**config.mk**
```make
export PLATFORM = sky130hd
export DESIGN_NAME = sb_issue_ctrl
export DESIGN_NICKNAME = d
export VERILOG_FILES = /design/src/rtl/sb_pkg.sv /design/src/rtl/sb_fu_slot.sv /design/src/rtl/sb_regstat.sv /design/src/rtl/sb_age_pick.sv /design/src/rtl/sb_issue_ctrl.sv
export SDC_FILE = /design/constraint.sdc
export NUM_CORES = 1
export LEC_CHECK = 0
export ABC_AREA = 1
export BUFFER_PORTS_ARGS = -buffer_cell sky130_fd_sc_hd__buf_4
export CAP_MARGIN = 40
export CORE_MARGIN = 5
export CORE_UTILIZATION = 60
export DETAILED_ROUTE_END_ITERATION = 10
export HOLD_SLACK_MARGIN = 0.06
export PLACE_DENSITY_LB_ADDON = 0.12
export REMOVE_ABC_BUFFERS = 1
export SLEW_MARGIN = 20
export SYNTH_ARGS = -nofsm -noshare
export SYNTH_HDL_FRONTEND = slang
export SYNTH_SLANG_ARGS = --single-unit
export TNS_END_PERCENT = 100
```
**constraint.sdc**
```tcl
create_clock -name clk -period 5.79 [get_ports clk]
set_input_delay 0.2895 -clock clk [delete_from_list [all_inputs] [get_ports clk]]
set_output_delay 0.2895 -clock clk [all_outputs]
set_load 0.005 [all_outputs]
```
**src/rtl/sb_pkg.sv**
```systemverilog
package sb_pkg;
  typedef enum logic [1:0] {
    CLS_ALU = 2'd0,
    CLS_LD  = 2'd1,
    CLS_ST  = 2'd2,
    CLS_FP  = 2'd3
  } op_cls_e;

  // unit index (0-based) to operation class: fixed ALU, load, store, then FP units
  function automatic op_cls_e unit_cls(input int u);
    case (u)
      0:       return CLS_ALU;
      1:       return CLS_LD;
      2:       return CLS_ST;
      default: return CLS_FP;
    endcase
  endfunction
endpackage

```
**src/rtl/sb_fu_slot.sv**
```systemverilog
module sb_fu_slot #(
  parameter int NFU   = 5,
  parameter int TAG_W = 3,
  parameter int REG_W = 4,
  parameter int CNT_W = 2,
  parameter int LAT   = 1
) (
  input  logic             clk,
  input  logic             rst_n,
  input  logic             alloc,
  input  logic [REG_W-1:0] a_dst,
  input  logic [REG_W-1:0] a_src1,
  input  logic [REG_W-1:0] a_src2,
  input  logic [TAG_W-1:0] a_t1,
  input  logic [TAG_W-1:0] a_t2,
  input  logic             issue,
  input  logic             wb_go,
  input  logic [NFU:0]     wb_any,
  output logic             busy,
  output logic             issued,
  output logic             done,
  output logic             ready,
  output logic [REG_W-1:0] dst,
  output logic [REG_W-1:0] src1,
  output logic [REG_W-1:0] src2,
  output logic [TAG_W-1:0] t1,
  output logic [TAG_W-1:0] t2
);
  logic [CNT_W-1:0] cnt;
  logic ok1, ok2;

  // a source is usable if already clear or its producer drains this cycle
  assign ok1   = (t1 == '0) || wb_any[t1];
  assign ok2   = (t2 == '0) || wb_any[t2];
  assign ready = busy && !issued && ok1 && ok2;
  assign done  = issued && (cnt == '0);

  always_ff @(posedge clk) begin
    if (!rst_n) begin
      busy   <= 1'b0;
      issued <= 1'b0;
      cnt    <= '0;
      dst    <= '0;
      src1   <= '0;
      src2   <= '0;
      t1     <= '0;
      t2     <= '0;
    end else if (alloc) begin
      busy   <= 1'b1;
      issued <= 1'b0;
      cnt    <= '0;
      dst    <= a_dst;
      src1   <= a_src1;
      src2   <= a_src2;
      t1     <= a_t1;
      t2     <= a_t2;
    end else if (wb_go) begin
      busy   <= 1'b0;
      issued <= 1'b0;
    end else begin
      if (issue) begin
        issued <= 1'b1;
        cnt    <= CNT_W'(LAT);
      end else if (issued && cnt != '0) begin
        cnt <= cnt - 1'b1;
      end
      if (t1 != '0 && wb_any[t1]) t1 <= '0;
      if (t2 != '0 && wb_any[t2]) t2 <= '0;
    end
  end
endmodule

```
**src/rtl/sb_regstat.sv**
```systemverilog
module sb_regstat #(
  parameter int NREG  = 16,
  parameter int NFU   = 5,
  parameter int REG_W = 4,
  parameter int TAG_W = 3
) (
  input  logic             clk,
  input  logic             rst_n,
  input  logic             set_en,
  input  logic [REG_W-1:0] set_reg,
  input  logic [TAG_W-1:0] set_tag,
  input  logic [NFU-1:0]   clr_en,
  input  logic [REG_W-1:0] clr_reg [NFU],
  input  logic [REG_W-1:0] rd_a,
  input  logic [REG_W-1:0] rd_b,
  input  logic [REG_W-1:0] rd_d,
  output logic [TAG_W-1:0] tag_a,
  output logic [TAG_W-1:0] tag_b,
  output logic [TAG_W-1:0] tag_d
);
  logic [TAG_W-1:0] stat [NREG];
  logic [NREG-1:0]  clr_hit;

  always_comb begin
    for (int r = 0; r < NREG; r++) begin
      clr_hit[r] = 1'b0;
      for (int u = 0; u < NFU; u++)
        if (clr_en[u] && clr_reg[u] == REG_W'(r) && stat[r] == TAG_W'(u + 1))
          clr_hit[r] = 1'b1;
    end
  end

  // a new claim in the same cycle overrides the release of the old writer
  always_ff @(posedge clk) begin
    for (int r = 0; r < NREG; r++) begin
      if (!rst_n)                                stat[r] <= '0;
      else if (set_en && set_reg == REG_W'(r))   stat[r] <= set_tag;
      else if (clr_hit[r])                       stat[r] <= '0;
    end
  end

  assign tag_a = stat[rd_a];
  assign tag_b = stat[rd_b];
  assign tag_d = stat[rd_d];
endmodule

```
**src/rtl/sb_age_pick.sv**
```systemverilog
module sb_age_pick #(
  parameter int N = 5
) (
  input  logic         clk,
  input  logic         rst_n,
  input  logic [N-1:0] alloc_vec,
  input  logic [N-1:0] busy,
  input  logic [N-1:0] req,
  output logic [N-1:0] gnt
);
  // older[i][j] set: entry i was dispatched before entry j
  logic [N-1:0] older [N];

  always_ff @(posedge clk) begin
    if (!rst_n) begin
      for (int i = 0; i < N; i++) older[i] <= '0;
    end else begin
      for (int k = 0; k < N; k++) begin
        if (alloc_vec[k]) begin
          older[k] <= '0;
          for (int i = 0; i < N; i++)
            if (i != k) older[i][k] <= busy[i];
        end
      end
    end
  end

  always_comb begin
    for (int i = 0; i < N; i++) begin
      gnt[i] = req[i];
      for (int j = 0; j < N; j++)
        if (j != i && req[j] && older[j][i]) gnt[i] = 1'b0;
    end
  end
endmodule

```
**src/rtl/sb_issue_ctrl.sv**
```systemverilog
module sb_issue_ctrl
  import sb_pkg::*;
#(
  parameter int  N_FP    = 2,
  parameter int  NREG    = 16,
  parameter int  LAT_ALU = 1,
  parameter int  LAT_LD  = 1,
  parameter int  LAT_ST  = 1,
  parameter int  LAT_FP  = 3,
  localparam int NFU     = 3 + N_FP,
  localparam int TAG_W   = $clog2(NFU + 1),
  localparam int REG_W   = $clog2(NREG)
) (
  input  logic             clk,
  input  logic             rst_n,
  input  logic             disp_valid,
  output logic             disp_ready,
  input  logic [1:0]       disp_cls,
  input  logic [REG_W-1:0] disp_dst,
  input  logic [REG_W-1:0] disp_src1,
  input  logic [REG_W-1:0] disp_src2,
  output logic [TAG_W-1:0] disp_unit,
  output logic             iss_valid,
  output logic [TAG_W-1:0] iss_unit,
  output logic [NFU-1:0]   wb_mask
);
  localparam int LAT_M1  = (LAT_ALU > LAT_LD) ? LAT_ALU : LAT_LD;
  localparam int LAT_M2  = (LAT_ST > LAT_FP) ? LAT_ST : LAT_FP;
  localparam int LAT_MAX = (LAT_M1 > LAT_M2) ? LAT_M1 : LAT_M2;
  localparam int CNT_W   = $clog2(LAT_MAX + 1);

  logic [NFU-1:0]   fu_busy, fu_issued, fu_done, fu_ready, fu_has_dst;
  logic [NFU-1:0]   wb_go, war_block, gnt, alloc_vec;
  logic [REG_W-1:0] s_dst [NFU];
  logic [REG_W-1:0] s_src1 [NFU];
  logic [REG_W-1:0] s_src2 [NFU];
  logic [TAG_W-1:0] s_t1 [NFU];
  logic [TAG_W-1:0] s_t2 [NFU];
  logic [NFU:0]     wbx;
  logic [TAG_W-1:0] tag_a, tag_b, tag_d, new_t1, new_t2, pick_id;
  logic             pick_ok, need_dst, waw, accept;
  op_cls_e          cls;

  assign cls      = op_cls_e'(disp_cls);
  assign wbx      = {wb_go, 1'b0};
  assign need_dst = (cls != CLS_ST);

  // unit selection: lowest-numbered free unit of the requested class
  always_comb begin
    pick_ok = 1'b0;
    pick_id = '0;
    for (int u = 0; u < NFU; u++) begin
      if (!pick_ok && unit_cls(u) == cls && (!fu_busy[u] || wb_go[u])) begin
        pick_ok = 1'b1;
        pick_id = TAG_W'(u + 1);
      end
    end
  end

  assign waw        = need_dst && (tag_d != '0) && !wbx[tag_d];
  assign disp_ready = pick_ok && !waw;
  assign disp_unit  = pick_id;
  assign accept     = disp_valid && disp_ready;
  assign new_t1     = wbx[tag_a] ? '0 : tag_a;
  assign new_t2     = wbx[tag_b] ? '0 : tag_b;

  // write-after-read: an unissued reader still needs the old register value
  always_comb begin
    for (int u = 0; u < NFU; u++) begin
      war_block[u] = 1'b0;
      for (int v = 0; v < NFU; v++) begin
        if (fu_busy[v] && !fu_issued[v] &&
            ((s_src1[v] == s_dst[u] && s_t1[v] == '0) ||
             (s_src2[v] == s_dst[u] && s_t2[v] == '0)))
          war_block[u] = 1'b1;
      end
    end
  end

  assign wb_go   = fu_done & ~(war_block & fu_has_dst);
  assign wb_mask = wb_go;

  always_comb begin
    iss_unit = '0;
    for (int u = 0; u < NFU; u++)
      if (gnt[u]) iss_unit = TAG_W'(u + 1);
  end
  assign iss_valid = |gnt;

  for (genvar u = 0; u < NFU; u++) begin : g_unit
    localparam int LAT_U = (u == 0) ? LAT_ALU : (u == 1) ? LAT_LD :
                           (u == 2) ? LAT_ST  : LAT_FP;
    assign fu_has_dst[u] = (u != 2);
    assign alloc_vec[u]  = accept && (pick_id == TAG_W'(u + 1));

    sb_fu_slot #(
      .NFU(NFU), .TAG_W(TAG_W), .REG_W(REG_W), .CNT_W(CNT_W), .LAT(LAT_U)
    ) u_slot (
      .clk(clk), .rst_n(rst_n),
      .alloc(alloc_vec[u]), .a_dst(disp_dst), .a_src1(disp_src1), .a_src2(disp_src2),
      .a_t1(new_t1), .a_t2(new_t2),
      .issue(gnt[u]), .wb_go(wb_go[u]), .wb_any(wbx),
      .busy(fu_busy[u]), .issued(fu_issued[u]), .done(fu_done[u]), .ready(fu_ready[u]),
      .dst(s_dst[u]), .src1(s_src1[u]), .src2(s_src2[u]), .t1(s_t1[u]), .t2(s_t2[u])
    );
  end

  sb_regstat #(
    .NREG(NREG), .NFU(NFU), .REG_W(REG_W), .TAG_W(TAG_W)
  ) u_regstat (
    .clk(clk), .rst_n(rst_n),
    .set_en(accept && need_dst), .set_reg(disp_dst), .set_tag(pick_id),
    .clr_en(wb_go & fu_has_dst), .clr_reg(s_dst),
    .rd_a(disp_src1), .rd_b(disp_src2), .rd_d(disp_dst),
    .tag_a(tag_a), .tag_b(tag_b), .tag_d(tag_d)
  );

  sb_age_pick #(.N(NFU)) u_pick (
    .clk(clk), .rst_n(rst_n),
    .alloc_vec(alloc_vec), .busy(fu_busy), .req(fu_ready), .gnt(gnt)
  );
endmodule

```
==> results.yml <==
run_status:
  run_status: "completed"
floorplan:
  ioPinCount: 30
  row_count: 52
  die_x_um: 153.9
  core-area_sq_mm: 0.02030
  start_util: 0.6121
  die_h_um: 153.9
  die_area_sq_mm: 0.02369
placed_design:
  place.gp.congestion: 1.092
  dpl.hpwl_um: 35200
  port_buffers: 29
  post-place-cells: 2069
  place_area_sq_mm: 0.01256
clock_tree:
  clock_latency_ns: 0.45
  cts_made_buffers: 17
  cts_tree: "done"
  ctsResizeCount: 0
  cts_root_buffer: "clkbuf_16"
  hold_buffers: 0
  clockBufferDepth: 2
  cts_post_setup_buffers_inserted: 0
  path_clk_slew_ns: 0.07
  cts.sinks: 174
  htree_levels: 4
synth:
  ys_ff_latch: 174
  synthAdderAreaFrac: 0.005035
  syn_area_sq_mm: 0.01242
  yosys.area.top_type: "dfxtp_1"
  synth_area_per_cell_sq_um: 6.749
  synth-simple-area-share: 0.3367
  synth_mux_area_frac: 0
  synth-warning-count: 0
  synthTopCellsByArea: "dfxtp_1, edfxtp_1, nand2_1"
  synth_edf_count: 65
  synth_flop_cell: "dfxtp_1"
  synthArstFlopShare: 0
  synth_top_family_by_area: "simple AND/OR/NAND/NOR gates"
  synth_compound_area_frac: 0.1696
  syn-instance-count: 1841
  synth_top_area_frac: 0.1756
  ys_types: 48
  ys_seq_area_frac: 0.3327
  synth_xor_area_frac: 0.04441
routing:
  wl_per_cell_um: 22.18
  drt_iter0_drc: 1964
  dr_total_vias: 13581
  drc: 0
  vias_per_cell: 6.461
  routed_wl_um: 46620
  firstDrtPassIters: 8
  antenna_left: 0
finish:
  stdcell_area_sq_mm: 0.01314
  nets: 1841
  syn_to_final_growth_pct: 5.771
  mostFrequentLayoutCells: "nand2_1, nor2_1, inv_1"
  seq_area_sq_mm: 0.004134
  multi_input_area_sq_mm: 0.006904
  n_antenna_cell: 0
  nFillCells: 1834
  final_cells: 2102
  drive_above_1_share: 0.08188
  final_common_cell: "nand2_1"
timing:
  final-hold-violation-count: 0
  worstMarginPinSlew_ns: 0.8885
  timing.slew.headroom: 0.4069
  post-route-period-util: 0.7889
  post-route-min-period_ns: 4.568
  finClkSkew_ns: 0.01348
  drv_slew: 0
  fmax_mhz: 218.9
  rsz0062_at_grt: "no"
  setup_viol: 0
  final.setup.tns_ns: 0
grt:
  grt_start_max_net_pins: 41
  antenna_found_initial: 0
  grt.total_usage: 0.3871
  grt_pass1_vias: 12621
  grt_pass1_wl_um: 71730
  overflow: 0
setup_path:
  regToRegStartpoint: "g_unit[1].u_slot.dst[1]$_SDFFE_PN0P_"
  critPathLaunchType: "flip-flop"
  worstPathArrival_ns: 4.28
  critPathKind: "reg2out"
  cp.required_ns: 5.50
  r2r_end: "u_pick.older[0][8]$_DFFE_PP_"
  reg2reg_depth: 20
  cp_max_fo: 15
  reg2reg_slack_ns: 1.26
  endpoint_kind: "output port"
power_and_ir_drop:
  power_leakage_nw: 5.603
  power_mw: 3.037
  vdd_drop_max_v: 0.0002118
  power_per_cell_area_mw_per_mm2: 231.1
hold_path:
  min_path_cells: 3
  hold_end: "g_unit[0].u_slot.dst[3]$_SDFFE_PN0P_"
  worstHoldStart: "disp_dst[3]"
  hold_class: "in2reg"
run:
  maxCapViolations: 0
-- logic make-up (layout without fill, tap and decap cells) --
group,count (synthesis),after routing
flip-flops,174,174
AO/OA/AOI/OAI,349,349
buffers and inverters,323,314
adder cells (fa/ha/maj),5,5
AND/OR/NAND/NOR,927,927
XOR/XNOR,63,63
-- critical path, stage by stage, from the launching register on --
cell	delay, ns
dfxtp_1	0.78
inv_2	0.26
nand2_1	0.11
nand2_1	0.06
nor2_1	0.29
nand3_1	0.13
nand2_1	0.10
nand2_1	0.05
nand2_1	0.11
nor2_1	0.05
nand2_2	0.25
buf_4	0.32
nand2_1	0.08
nand2_1	0.05
o21ai_0	0.07
nand2_1	0.11
nand2_1	0.08
nor2_1	0.12
nor2_1	0.08
nand2_1	0.06
nand2_1	0.04
inv_1	0.04
nand2_1	0.14
and2_1	0.22
nor2_1	0.08
buf_4	0.11
-- report_power, final --
| group | total [mW] | internal [mW] | switching [mW] |
|---|---|---|---|
| clock | 1.18 | 0.609 | 0.573 |
| combinational | 0.501 | 0.144 | 0.357 |
| sequential | 1.35 | 1.30 | 0.0503 |
| total | 3.04 | 2.06 | 0.980 |
-- flip-flops by register name, summed over array words and instances, names as in the netlist --
| register | count |
|---|---|
| g_unit.u_slot.src2 | 20 |
| g_unit.u_slot.issued | 5 |
| g_unit.u_slot.t2 | 15 |
| u_regstat.stat | 48 |
| g_unit.u_slot.t1 | 15 |
| u_pick.older | 20 |
| g_unit.u_slot.busy | 5 |
| g_unit.u_slot.cnt | 10 |
| g_unit.u_slot.dst | 16 |
| g_unit.u_slot.src1 | 20 |
-- per-stage QoR --
| stage | setup slack (ns) | utilization | hold WS [ns] |
|---|---|---|---|
| detailed placement | 1.502 | 0.6188 | 0.4710 |
| CTS | 1.421 | 0.6468 | 0.2486 |
| global placement | 1.456 | 0.6188 | 0.4624 |
| floorplan | 2.764 | - | 0.4314 |
| global route | 0.9543 | 0.6474 | 0.2706 |
| finish | 1.222 | 0.6474 | 0.2552 |
-- per-layer routing --
| layer | vias to the layer above | GRT usage | wire length, um |
|---|---|---|---|
| met5 | - | 0 | 0 |
| met4 | 0 | 0.2515 | 3499 |
| met3 | 260 | 0.07870 | 5352 |
| met2 | 994 | 0.6054 | 20700 |
| met1 | 6173 | 0.4868 | 17070 |
| li1 | 6154 | - | - |
-- cell type report --
class,instances,area share
multi-input combinational,1344,0.5254
sequential,174,0.3146
inverter,247,0.07074
clock buffer,17,0.03237
tap,270,0.02571
timing repair buffer,35,0.02028
clock inverter,15,0.01095
-- how the worst max path moves through the flow --
stage | from | end | slack, ns | cells past startpoint
global route | g_unit[1].u_slot.dst[0]$_SDFFE_PN0P_ | iss_unit[1] | 0.95 | 23
global placement | g_unit[1].u_slot.dst[2]$_SDFFE_PN0P_ | u_pick.older[0][16]$_SDFFCE_PN0P_ | 1.46 | 20
CTS | g_unit[1].u_slot.dst[2]$_SDFFE_PN0P_ | iss_unit[1] | 1.42 | 23
detailed placement | g_unit[1].u_slot.dst[2]$_SDFFE_PN0P_ | u_pick.older[0][16]$_SDFFCE_PN0P_ | 1.50 | 20
floorplan | g_unit[1].u_slot.dst[2]$_SDFFE_PN0P_ | u_pick.older[0][19]$_DFFE_PP_ | 2.76 | 21
finish | g_unit[1].u_slot.dst[1]$_SDFFE_PN0P_ | iss_unit[1] | 1.22 | 25
-- synth_stat cells, drive strengths merged, types with 3 or more instances --
master,count
o22ai,93
xor2,20
nand2,405
a21oi,95
xnor2,43
nand3b,3
nand3,176
clkinv,4
ha,5
o32ai,4
nor3,35
buf,52
edfxtp,65
o211ai,24
dfxtp,109
nor2,240
nor4,17
o21ai,111
clkbuf,24
a311oi,6
o31ai,8
inv,243
nand4,50
(Power assumes the default switching activity.)
